[src/rtl/anc_pkg.sv]
package anc_pkg;
  localparam int ACC_W    = 32;
  localparam int LUT_AW   = 8;
  localparam int SIN_FRAC = 11;
  localparam int SIN_W    = SIN_FRAC + 2;
  localparam int AMP_W    = 12;
  localparam int OUT_W    = 14;
  localparam int LUT_N    = 1 << LUT_AW;
  localparam int HALF_N   = LUT_N / 2;
  localparam int MAG_SH   = 2 * (LUT_AW - 1) - 2 - SIN_FRAC;
  localparam int OUT_MAX  = (1 << (OUT_W - 1)) - 1;
  localparam int OUT_MIN  = -(1 << (OUT_W - 1));

  // parabolic half-wave: exact zero at 0 and half, exact peak 2^SIN_FRAC at quarter
  function automatic logic signed [SIN_W-1:0] sine_at(input int idx);
    int x;
    int mag;
    x   = idx % HALF_N;
    mag = (x * (HALF_N - x)) >>> MAG_SH;
    if (((idx / HALF_N) % 2) == 1) mag = -mag;
    return SIN_W'(mag);
  endfunction

  function automatic logic signed [OUT_W-1:0] clamp_out(input int v);
    if (v > OUT_MAX) return OUT_W'(OUT_MAX);
    if (v < OUT_MIN) return OUT_W'(OUT_MIN);
    return OUT_W'(v);
  endfunction

  function automatic logic clipped(input int v);
    return (v > OUT_MAX) || (v < OUT_MIN);
  endfunction
endpackage

[src/rtl/anc_sine_rom.sv]
module anc_sine_rom
  import anc_pkg::*;
(
  input  logic                     clk,
  input  logic [LUT_AW-1:0]        addr,
  output logic signed [SIN_W-1:0]  q
);
  logic signed [SIN_W-1:0] tbl [LUT_N];

  for (genvar i = 0; i < LUT_N; i++) begin : g_ent
    assign tbl[i] = sine_at(i);
  end

  always_ff @(posedge clk) q <= tbl[addr];
endmodule

[src/rtl/anc_frame_ctl.sv]
module anc_frame_ctl
  import anc_pkg::*;
#(
  parameter int NH         = 8,
  parameter int WAVE_DEPTH = 64,
  parameter int SET_W      = 1,
  parameter int SLOT_W     = $clog2(NH),
  parameter int PN_W       = $clog2(WAVE_DEPTH + 1)
)(
  input  logic              clk,
  input  logic              rst_n,
  input  logic              trig_in,
  input  logic [SET_W-1:0]  mode_sel,
  input  logic              play_sel,
  output logic [SLOT_W-1:0] slot,
  output logic              frame_end,
  output logic              restart_load,
  output logic              restart_f,
  output logic              play_act,
  output logic [PN_W-1:0]   play_n
);
  logic             trig_q;
  logic             pend_q;
  logic             trig_edge;
  logic [SET_W-1:0] act_set;

  assign trig_edge    = trig_in & ~trig_q;
  assign frame_end    = (slot == SLOT_W'(NH - 1));
  assign restart_load = frame_end & (pend_q | trig_edge);

  always_ff @(posedge clk) begin
    if (!rst_n) begin
      slot      <= '0;
      trig_q    <= 1'b0;
      pend_q    <= 1'b0;
      restart_f <= 1'b0;
      play_act  <= 1'b0;
      act_set   <= '0;
      play_n    <= '0;
    end else begin
      trig_q <= trig_in;
      slot   <= frame_end ? '0 : slot + SLOT_W'(1);
      pend_q <= frame_end ? 1'b0 : (pend_q | trig_edge);
      if (frame_end) restart_f <= restart_load;
      if (restart_load) begin
        act_set  <= mode_sel;
        play_act <= play_sel;
        play_n   <= '0;
      end else if (frame_end && int'(play_n) < WAVE_DEPTH) begin
        play_n <= play_n + PN_W'(1);
      end
    end
  end


  trig_kept_chk: assert property (@(posedge clk) disable iff (!rst_n)
    trig_edge |=> (pend_q || restart_f));


  mode_hold_chk: assert property (@(posedge clk) disable iff (!rst_n)
    !restart_load |=> ($stable(act_set) && $stable(play_act)));
endmodule

[src/rtl/anc_param_bank.sv]
module anc_param_bank
  import anc_pkg::*;
#(
  parameter int NH         = 8,
  parameter int NSETS      = 2,
  parameter int WAVE_DEPTH = 64,
  parameter int SET_W      = 1,
  parameter int ADDR_W     = 6,
  parameter int PN_W       = $clog2(WAVE_DEPTH + 1)
)(
  input  logic                             clk,
  input  logic                             rst_n,
  input  logic                             wr_en,
  input  logic [1:0]                       wr_kind,
  input  logic [SET_W-1:0]                 wr_set,
  input  logic [ADDR_W-1:0]                wr_addr,
  input  logic [31:0]                      wr_data,
  input  logic                             load,
  input  logic [SET_W-1:0]                 load_set,
  input  logic [PN_W-1:0]                  play_n,
  output logic [NH-1:0][AMP_W-1:0]         work_amp,
  output logic [NH-1:0][ACC_W-1:0]         work_ph,
  output logic [ACC_W-1:0]                 work_inc,
  output logic signed [OUT_W-1:0]          wave_smp
);
  localparam int HI_W = $clog2(NH);
  localparam int WA_W = $clog2(WAVE_DEPTH);

  logic [AMP_W-1:0]        amp_mem  [NSETS][NH];
  logic [ACC_W-1:0]        ph_mem   [NSETS][NH];
  logic [ACC_W-1:0]        inc_mem  [NSETS];
  logic signed [OUT_W-1:0] wave_mem [WAVE_DEPTH];

  logic set_ok, slot_ok;
  assign set_ok  = int'(wr_set) < NSETS;
  assign slot_ok = int'(wr_addr) < NH;

  always_ff @(posedge clk) begin
    if (wr_en && set_ok) begin
      case (wr_kind)
        2'd0: if (slot_ok) amp_mem[wr_set][wr_addr[HI_W-1:0]] <= wr_data[AMP_W-1:0];
        2'd1: if (slot_ok) ph_mem[wr_set][wr_addr[HI_W-1:0]]  <= wr_data;
        2'd2: inc_mem[wr_set] <= wr_data;
        default: ;
      endcase
    end
    if (wr_en && wr_kind == 2'd3 && int'(wr_addr) < WAVE_DEPTH)
      wave_mem[wr_addr[WA_W-1:0]] <= wr_data[OUT_W-1:0];
  end

  // working copy: the only coefficients the datapath sees
  always_ff @(posedge clk) begin
    if (!rst_n) begin
      work_amp <= '0;
      work_ph  <= '0;
      work_inc <= '0;
    end else if (load && int'(load_set) < NSETS) begin
      for (int k = 0; k < NH; k++) begin
        work_amp[k] <= amp_mem[load_set][k];
        work_ph[k]  <= ph_mem[load_set][k];
      end
      work_inc <= inc_mem[load_set];
    end
  end

  assign wave_smp = (int'(play_n) < WAVE_DEPTH) ? wave_mem[play_n[WA_W-1:0]] : '0;


  shadow_hold_chk: assert property (@(posedge clk) disable iff (!rst_n)
    !load |=> ($stable(work_amp) && $stable(work_ph) && $stable(work_inc)));


  play_tail_chk: assert property (@(posedge clk) disable iff (!rst_n)
    (int'(play_n) >= WAVE_DEPTH) |-> (wave_smp == '0));
endmodule

[src/rtl/anc_mac_pipe.sv]
module anc_mac_pipe
  import anc_pkg::*;
#(
  parameter int NH     = 8,
  parameter int SLOT_W = $clog2(NH)
)(
  input  logic                      clk,
  input  logic                      rst_n,
  input  logic [SLOT_W-1:0]         slot,
  input  logic                      frame_end,
  input  logic                      restart_f,
  input  logic [NH-1:0][AMP_W-1:0]  work_amp,
  input  logic [NH-1:0][ACC_W-1:0]  work_ph,
  input  logic [ACC_W-1:0]          work_inc,
  input  logic                      play_act,
  input  logic signed [OUT_W-1:0]   wave_smp,
  output logic signed [OUT_W-1:0]   dac_out,
  output logic                      dac_valid,
  output logic                      clip_flag
);
  localparam int PROD_W = AMP_W + 1 + SIN_W;
  localparam int TONE_W = AMP_W + 2;
  localparam int SUM_W  = TONE_W + $clog2(NH) + 1;

  logic [ACC_W-1:0] acc [NH];
  logic [ACC_W-1:0] phase_now, harm_k, step;

  assign phase_now = restart_f ? work_ph[slot] : acc[slot];
  assign harm_k    = ACC_W'(slot) + ACC_W'(1);
  assign step      = work_inc * harm_k;

  always_ff @(posedge clk) begin
    if (!rst_n) begin
      for (int k = 0; k < NH; k++) acc[k] <= '0;
    end else begin
      acc[slot] <= phase_now + step;
    end
  end

  // stage A: sine lookup with side information
  logic signed [SIN_W-1:0] sine_a;
  logic [AMP_W-1:0]        amp_a;
  logic                    vld_a, first_a, last_a, play_a;
  logic signed [OUT_W-1:0] wave_a;

  anc_sine_rom u_rom (
    .clk  (clk),
    .addr (phase_now[ACC_W-1 -: LUT_AW]),
    .q    (sine_a)
  );

  always_ff @(posedge clk) begin
    if (!rst_n) begin
      vld_a <= 1'b0; first_a <= 1'b0; last_a <= 1'b0; play_a <= 1'b0;
      amp_a <= '0;   wave_a  <= '0;
    end else begin
      vld_a   <= 1'b1;
      first_a <= (slot == '0);
      last_a  <= frame_end;
      play_a  <= play_act;
      amp_a   <= work_amp[slot];
      wave_a  <= wave_smp;
    end
  end

  // stage B: scale
  logic signed [PROD_W-1:0] prod_w;
  logic signed [TONE_W-1:0] tone_b;
  logic                     vld_b, first_b, last_b, play_b;
  logic signed [OUT_W-1:0]  wave_b;

  assign prod_w = PROD_W'($signed({1'b0, amp_a})) * PROD_W'(sine_a);

  always_ff @(posedge clk) begin
    if (!rst_n) begin
      vld_b <= 1'b0; first_b <= 1'b0; last_b <= 1'b0; play_b <= 1'b0;
      tone_b <= '0;  wave_b  <= '0;
    end else begin
      vld_b   <= vld_a;
      first_b <= first_a;
      last_b  <= last_a;
      play_b  <= play_a;
      tone_b  <= TONE_W'(prod_w >>> SIN_FRAC);
      wave_b  <= wave_a;
    end
  end

  // stage C: accumulate and clamp
  logic signed [SUM_W-1:0] sum_q, total;
  logic                    frame_done;
  assign total      = (first_b ? '0 : sum_q) + SUM_W'(tone_b);
  assign frame_done = vld_b && last_b;

  always_ff @(posedge clk) begin
    if (!rst_n) begin
      sum_q     <= '0;
      dac_out   <= '0;
      dac_valid <= 1'b0;
      clip_flag <= 1'b0;
    end else begin
      if (vld_b) sum_q <= total;
      dac_valid <= frame_done;
      if (frame_done) begin
        dac_out <= play_b ? wave_b : clamp_out(int'(total));
        if (!play_b && clipped(int'(total))) clip_flag <= 1'b1;
      end
    end
  end


  valid_gap_chk: assert property (@(posedge clk) disable iff (!rst_n)
    dac_valid |=> !dac_valid);


  clip_sticky_chk: assert property (@(posedge clk) disable iff (!rst_n)
    clip_flag |=> clip_flag);


  sat_hi_chk: assert property (@(posedge clk) disable iff (!rst_n)
    (frame_done && !play_b && int'(total) > OUT_MAX) |=> (int'(dac_out) == OUT_MAX && clip_flag));


  sat_lo_chk: assert property (@(posedge clk) disable iff (!rst_n)
    (frame_done && !play_b && int'(total) < OUT_MIN) |=> (int'(dac_out) == OUT_MIN && clip_flag));
endmodule

[src/rtl/anc_tone_synth.sv]
module anc_tone_synth
  import anc_pkg::*;
#(
  parameter int NH         = 8,
  parameter int NSETS      = 2,
  parameter int WAVE_DEPTH = 64,
  parameter int SET_W      = (NSETS > 1) ? $clog2(NSETS) : 1,
  parameter int ADDR_W     = ($clog2(NH) > $clog2(WAVE_DEPTH)) ? $clog2(NH) : $clog2(WAVE_DEPTH)
)(
  input  logic                     clk,
  input  logic                     rst_n,
  input  logic                     trig_in,
  input  logic [SET_W-1:0]         mode_sel,
  input  logic                     play_sel,
  input  logic                     wr_en,
  input  logic [1:0]               wr_kind,
  input  logic [SET_W-1:0]         wr_set,
  input  logic [ADDR_W-1:0]        wr_addr,
  input  logic [31:0]              wr_data,
  output logic signed [OUT_W-1:0]  dac_out,
  output logic                     dac_valid,
  output logic                     clip_flag
);
  localparam int SLOT_W = $clog2(NH);
  localparam int PN_W   = $clog2(WAVE_DEPTH + 1);

  logic [SLOT_W-1:0]         slot;
  logic                      frame_end, restart_load, restart_f, play_act;
  logic [PN_W-1:0]           play_n;
  logic [NH-1:0][AMP_W-1:0]  work_amp;
  logic [NH-1:0][ACC_W-1:0]  work_ph;
  logic [ACC_W-1:0]          work_inc;
  logic signed [OUT_W-1:0]   wave_smp;

  anc_frame_ctl #(.NH(NH), .WAVE_DEPTH(WAVE_DEPTH), .SET_W(SET_W)) u_ctl (
    .clk(clk), .rst_n(rst_n), .trig_in(trig_in), .mode_sel(mode_sel),
    .play_sel(play_sel), .slot(slot), .frame_end(frame_end),
    .restart_load(restart_load), .restart_f(restart_f),
    .play_act(play_act), .play_n(play_n)
  );

  anc_param_bank #(.NH(NH), .NSETS(NSETS), .WAVE_DEPTH(WAVE_DEPTH),
                   .SET_W(SET_W), .ADDR_W(ADDR_W)) u_bank (
    .clk(clk), .rst_n(rst_n), .wr_en(wr_en), .wr_kind(wr_kind),
    .wr_set(wr_set), .wr_addr(wr_addr), .wr_data(wr_data),
    .load(restart_load), .load_set(mode_sel), .play_n(play_n),
    .work_amp(work_amp), .work_ph(work_ph), .work_inc(work_inc),
    .wave_smp(wave_smp)
  );

  anc_mac_pipe #(.NH(NH)) u_mac (
    .clk(clk), .rst_n(rst_n), .slot(slot), .frame_end(frame_end),
    .restart_f(restart_f), .work_amp(work_amp), .work_ph(work_ph),
    .work_inc(work_inc), .play_act(play_act), .wave_smp(wave_smp),
    .dac_out(dac_out), .dac_valid(dac_valid), .clip_flag(clip_flag)
  );
endmodule

[config.mk]
export PLATFORM = sky130hd
export DESIGN_NAME = anc_tone_synth
export DESIGN_NICKNAME = d
export VERILOG_FILES = /design/src/rtl/anc_pkg.sv /design/src/rtl/anc_sine_rom.sv /design/src/rtl/anc_frame_ctl.sv /design/src/rtl/anc_param_bank.sv /design/src/rtl/anc_mac_pipe.sv /design/src/rtl/anc_tone_synth.sv
export SDC_FILE = /design/constraint.sdc
export NUM_CORES = 2
export LEC_CHECK = 0
export BUFFER_PORTS_ARGS = -buffer_cell sky130_fd_sc_hd__buf_2
export CORE_MARGIN = 4
export CORE_UTILIZATION = 57
export CTS_BUF_LIST = sky130_fd_sc_hd__clkbuf_16
export DETAILED_ROUTE_END_ITERATION = 6
export GPL_ROUTABILITY_DRIVEN = 0
export PLACE_DENSITY = 0.78
export SETUP_SLACK_MARGIN = 0.05
export SYNTH_ARGS = -nofsm -noshare
export SYNTH_HDL_FRONTEND = slang
export SYNTH_SLANG_ARGS = --single-unit
[constraint.sdc]
create_clock -name clk -period 5.95 [get_ports clk]
set_input_delay 0 -clock clk [delete_from_list [all_inputs] [get_ports clk]]
set_output_delay 0 -clock clk [all_outputs]
set_load 0.02 [all_outputs]
# ---- Word-level counts from Yosys, hierarchy flattened
# Memories as Yosys holds them, arrays and structs flattened. A register that Yosys moved wholly into a read port is not among the register bits.
# Index checks and enable logic that the tools add are counted.
dict set report totals {
  register_bits 96
  mem_bits_rw 1920
  mem_bits_ro 3328
  in_bits 47
  output_inout_bits 16
  elab_cells 110
  memories 6
}
dict set report op_classes {
  n_addsub 5
  multipliers 2
  order_cmp 7
  n_eq_ne 4
  mux 40
  bitwise 7
  n_reduce_logical 18
}
# name words word_bits rd rd_ports_with_merged_regs wr line_no
set mem_list {}
lappend mem_list {{(no name shown)} 256 13 1 1 0 anc_sine_rom.sv:14} ;# always_ff @(posedge clk) q <= tbl[addr];
lappend mem_list {u_bank.wave_mem 64 14 1 1 1 anc_param_bank.sv:32} ;# logic signed [OUT_W-1:0] wave_mem [WAVE_DEPTH];
lappend mem_list {u_bank.ph_mem 2 256 1 1 1 anc_param_bank.sv:30} ;# logic [ACC_W-1:0] ph_mem [NSETS][NH];
lappend mem_list {u_mac.acc 8 32 1 1 8 anc_mac_pipe.sv:25} ;# logic [ACC_W-1:0] acc [NH];
lappend mem_list {u_bank.amp_mem 2 96 1 1 1 anc_param_bank.sv:29} ;# logic [AMP_W-1:0] amp_mem [NSETS][NH];
lappend mem_list {u_bank.inc_mem 2 32 1 1 1 anc_param_bank.sv:31} ;# logic [ACC_W-1:0] inc_mem [NSETS];
# op count
set ops {}
lappend ops {{$mux W256} 1}
lappend ops {{$mux W32} 4}
lappend ops {{$bmux W32 S3} 1}
lappend ops {{$demux W32 S3} 1}
lappend ops {{$mux W96} 1}
lappend ops {{$mux W14} 5}
lappend ops {{$bmux W12 S3} 1}
lappend ops {{$demux W12 S3} 1}
lappend ops {{$add A32 B32 Y32} 1}
lappend ops {{$mul A32 B32 Y32} 1}
lappend ops {{$reduce_or A32 Y1} 1}
lappend ops {{$mul A13 B13 Y25} 1}
lappend ops {{$mux W12} 2}
lappend ops {{$mux W1} 20}
lappend ops {{$add A18 B18 Y18} 1}
lappend ops {{$gt A18 B14 Y1 const B} 1}
lappend ops {{$lt A18 B14 Y1 const B} 1}
lappend ops {{$mux W18} 1}
lappend ops {{$not A8 Y9} 1}
lappend ops {{$add A7 B1 Y7 const B} 1}
lappend ops {{$lt A7 B7 Y1 const B} 1}
lappend ops {{$lt A6 B4 Y1 const B} 1}
lappend ops {{$mux W3} 2}
lappend ops {{$logic_and A1 B1 Y1} 5}
lappend ops {{18 further kinds} 27}

# ---- Logic depth before layout (Yosys ltp)
dict set report depth {
  depth_word 12
  ltp_mapped 26
}

# ---- Hierarchy
# From an unflattened synthesis, not the netlist that was laid out.
dict set report hier_totals {
  hier_cells 7123
  area_unflattened_um2 104840.6
}
# module n_inst cells_each area_each_um2
set modules_own_cells {}
lappend modules_own_cells {anc_param_bank 1 4044 75416.1}
lappend modules_own_cells {anc_mac_pipe 1 2753 26900.8}
lappend modules_own_cells {anc_sine_rom 1 271 1944.4}
lappend modules_own_cells {anc_frame_ctl 1 55 579.3}

# ---- Worst setup path before layout
# OpenSTA, ideal clock, no wires.
dict set report synth_path {
  path_type {reg2reg}
  start {register u_ctl.slot[0]}
  end {memory u_mac.acc[1][28] (data pin)}
  setup_time_ps 273
  arrival_ps 6020
  t_required_ps 5677
  path_slack_ps -343
  path_stages_with_launch 24
  path_buffers 6
  cell_sequence {dfxtp_1 -> buf_2 -> inv_1 -> clkbuf_1 -> clkbuf_1 -> clkbuf_1 -> buf_1 -> ha_1 -> clkbuf_1 -> nand2_1 -> fa_1 -> inv_1 -> fa_1 -> fa_1 -> ha_1 -> a21o_1 -> a21oi_1 -> o21bai_1 -> a221oi_1 -> o31ai_1 -> a211oi_1 -> o21bai_1 -> xnor2_1 -> nor2_1}
}
# item line_no
set synth_rtl {}
lappend synth_rtl {{start, declared} anc_frame_ctl.sv:15} ;# output logic [SLOT_W-1:0] slot,
lappend synth_rtl {{start signal, assigned} anc_frame_ctl.sv:42} ;# slot <= frame_end ? '0 : slot + SLOT_W'(1);
lappend synth_rtl {{end, declared} anc_mac_pipe.sv:25}

# ---- Final worst setup path
dict set report layout_path {
  start {register u_mac.u_rom.q[3]}
  end {register u_mac.tone_b[12]}
}
dict set report layout_between {
  elab_chain_len 1
}
# item line_no
set layout_lines {}
lappend layout_lines {{start, declared} anc_sine_rom.sv:6} ;# output logic signed [SIN_W-1:0] q
lappend layout_lines {{$mul A13 B13 Y25} anc_mac_pipe.sv:72} ;# assign prod_w = PROD_W'($signed({1'b0, amp_a})) * PROD_W'(sine_a);
lappend layout_lines {{end signal, assigned} anc_mac_pipe.sv:83} ;# tone_b <= TONE_W'(prod_w >>> SIN_FRAC);
lappend layout_lines {{end, declared} anc_mac_pipe.sv:68} ;# logic signed [TONE_W-1:0] tone_b;
# No other way between the ends.
# A chain may end at the register's enable or synchronous reset.

==> metrics <==
outcome complete, but fails checks; violations in the final reports DRC; TritonCTS clock tree yes; clock buffer depth 3; clock-pin transition on the worst setup and hold timing paths 70 ps; Detailed Place HPWL 157000 um; fraction of synthesized cell area taken by the top area cell type 56.6%; number of endpoints failing setup at the final stage 0; pins over their slew limit 0; maximum net fanout on the critical path 3; htree depth 4; critical path class reg2reg; post-synthesis cell count 6858; Ys Warns 0; cell taking the most area after synthesis edfxtp_1; final period demand of the worst path 5770 ps; cell breakdown of the critical path and2_4 > fa_1 > inv_1 > fa_1 > inv_1 > fa_1 > inv_1 > fa_1 > inv_1 > fa_1 > ha_1 > ha_4 > a2111o_1 > o31ai_2 > buf_4 > a211oi_2 > o31a_1 > a31o_4 > a21oi_1 > xor2_1 > nor2_1; required time of the worst setup path 6690 ps; antenna violation net count after detailed routing 0; path type of the worst min-delay path in2reg; number of distinct standard cells referenced by the synthesized netlist 81; final-layout fill cell count 11930; wirelength, routed 270000 um; total of max-cap violations 0; mapped cell area 102000 um^2; ratio of final minimum period to clock period 96.9%; Setup Skew 70.6 ps; per-cell via count in the routed design 6.41; Post-Synthesis Mean Instance Area 14.8 um^2; port bufs 62; global-route usage over all layers 29.0%; worst setup path startpoint u_mac.u_rom.q[3]; start of the worst register-to-register path u_mac.u_rom.q[3]; Highest Clock Rate 173 MHz; vias after detailed routing 61760; Area growth syn-to-layout 12.3%; number of buffers created by CTS 226; P per Cell Area 314 nW/um^2; height of the chip 431 um; Main synth FF type edfxtp_1; first-pass GRT wire length 403000 um; total number of placement rows 154; leakage power 40.6 nW; die area 185000 um^2; master cell of the clock root buffer clkbuf_16; total negative slack for setup checks 0 ps; maximum number of pins on one net before global-route repair 170; fraction of the yosys area taken by sequential cells 66.6%; total number of clock tree sinks 2427; Pre-antenna DRT Iters 7; share of final-layout standard cells stronger than drive strength 1 15.4%; cell at the slowest stage of the critical path fa_1; RSZ-0062 raised after global routing true; Critical Path End Type flop; number of global-route vias before repair 62410; Net Count, Synth 7258; post-detailed-route DRC marker count 15; VDD IR max 337 uV; flip-flop and latch count after synthesis 2427; Max-Slew Margin vs Limit 14.3%; CP Launch Type flop; die extent in x 431 um; arrival time worst endpoint 6500 ps; number of flops mapped to enable cells by yosys 1920; Cells after DPL 9127; FFs w/ async S/R, synth 0%; final hold slack 87.2 ps; biggest area contributors in the synthesized netlist edfxtp_1, dfxtp_1, mux4_2, mux2i_1, fa_1; number of nets at the end of the flow 7478; area of the core 177000 um^2; initial detailed-routing violation count 8487; Worst Tran Pin Value 1280 ps; Most Frequent Cell on Critical Path fa_1; clock insertion delay at the later pin of the skew report 900 ps; total global routing overflow 0; average wire length per cell after detail routing 28.1 um; start point of the worst min-delay path wr_data[21]; CP peak stage delay 540 ps; antenna violations before repair 13; Final Instance Count excl. Fillers 9632; starting density of the core 57.6%; top-level port count 63; hold violation total from the final report 0
==> layer usage <==
metal,global-route usage [%],wire length [um]
met3,6.14,28000
met2,47.5,132000
met5,0,81
met4,12.6,12800
met1,38.0,97800
==> registers in the layout, indices dropped and copies added, names as in the netlist, 18 cells and up <==
register and count:
u_bank.work_amp 96, u_bank.work_inc 32, u_mac.sum_q 18, u_bank.amp_mem 192
u_mac.acc 256, u_bank.inc_mem 64, u_bank.work_ph 256, u_bank.wave_mem 896
u_bank.ph_mem 512
==> cells in the mapped netlist, types with 9 or more instances <==
cell / instances
edfxtp_1: 1920
nand2_1: 698
dfxtp_1: 507
o21ai_0: 500
nor2_1: 464
mux2i_1: 460
clkbuf_1: 318
mux4_2: 311
inv_1: 219
fa_1: 196
a21oi_1: 160
ha_1: 157
and2_1: 92
a22oi_1: 81
nor2b_1: 76
buf_1: 59
xnor2_1: 54
a221oi_1: 43
a31oi_1: 40
mux2_2: 40
and3_1: 37
nand3_1: 33
nor3_1: 33
buf_2: 27
nand2b_1: 25
a21o_1: 23
a211oi_1: 22
a221o_1: 21
a22o_1: 19
xor2_1: 17
nor3b_1: 16
a211o_1: 14
o211ai_1: 14
o221ai_1: 13
nand3b_1: 10
nand4_1: 10
o21bai_1: 9
==> power by group <==
part | switching, W | leakage (nW) | internal (W)
Combinational | 0.00191 | 15.0 | 0.000864
Sequential | 0.000156 | 21.8 | 0.0185
Clock | 0.00647 | 3.82 | 0.00797
==> worst paths after layout <==
check                           to  slack (ps)  cells after the start
max               u_mac.tone_b[12]         180                     21
min          u_bank.ph_mem[0][149]          90                      2
max reg2reg       u_mac.tone_b[12]         180                     21
min reg2reg            u_mac.vld_b         440                      1
==> cell usage in the layout, fill, tap and decap left out, types with 21 or more instances in the layout <==
master	netlist	routed
a21o_1	23	23
a21oi_1	160	158
a221o_1	21	21
a221oi_1	43	43
a22oi_1	81	81
a31oi_1	40	39
and2_1	92	90
and3_1	37	36
buf_2	27	48
buf_4	2	271
bufinv_16	0	21
clkbuf_16	0	230
clkinv_1	1	51
clkinv_2	0	54
dfxtp_1	507	494
dlygate4sd3_1	0	60
edfxtp_1	1920	1920
fa_1	196	196
ha_1	157	155
inv_1	219	261
mux2_2	40	40
mux2i_1	460	460
mux4_2	311	311
nand2_1	698	697
nand2b_1	25	21
nand3_1	33	33
nor2_1	464	438
nor2b_1	76	76
nor3_1	33	30
o21ai_0	500	495
xnor2_1	54	49
==> what timing repair did <==
item                                    4_1_cts  5_1_grt
hold buffers                                 60        0
endpoints found under the setup margin        2       51
resized for setup                             0       17
hold endpoints to repair                   1688        0
pin swaps                                     3       14
buffers inserted                              0        3
==> layout make-up <==
cell class / count / area [um^2] / share of cell area, %
clock inverters: 202 / 1720 / 1.50
inverters: 221 / 830 / 0.725
diodes: 10 / 25.0 / 0.0219
clock buffers: 230 / 5760 / 5.03
repair buffers: 400 / 3290 / 2.88
well taps: 2340 / 2930 / 2.56
multi-input cells: 3802 / 32000 / 28.0
flip-flops and latches: 2427 / 67800 / 59.3
==> critical path: cells and delay by family, from the launching register on <==
kind,cells,cell delay (ps)
flops,1,320
simple gates,2,210
xor+xnor,1,160
fa+ha+maj,7,3060
buf+inv,5,390
compound gates,6,1460
==> stage by stage <==
step	power, W	setup WS [ps]	instance area (um^2)	util (%)
after floorplan	0.0206	72.7	102000	-
after global placement	0.0216	-11.2	106000	60.0
after detailed placement	0.0217	44.8	106000	60.0
after CTS	0.0359	69.4	114000	64.6
after global routing	0.0369	23.7	114000	64.6
final	0.0359	183	114000	64.6
==> cells by family (layout without fill, tap and decap cells) <==
group                    Yosys count  count (layout)  share of synthesized area [%]
buffers and inverters            629            1053                           2.37
AO/OA/AOI/OAI                   1048            1048                           6.33
adder cells (fa/ha/maj)          353             353                           5.78
other                              0              10                              0
flip-flops                      2427            2427                           66.6
XOR/XNOR                          71              71                          0.611
AND/OR/NAND/NOR                 1517            1517                           6.44
multiplexers                     813             813                           11.9
(Power assumes the default switching activity.)
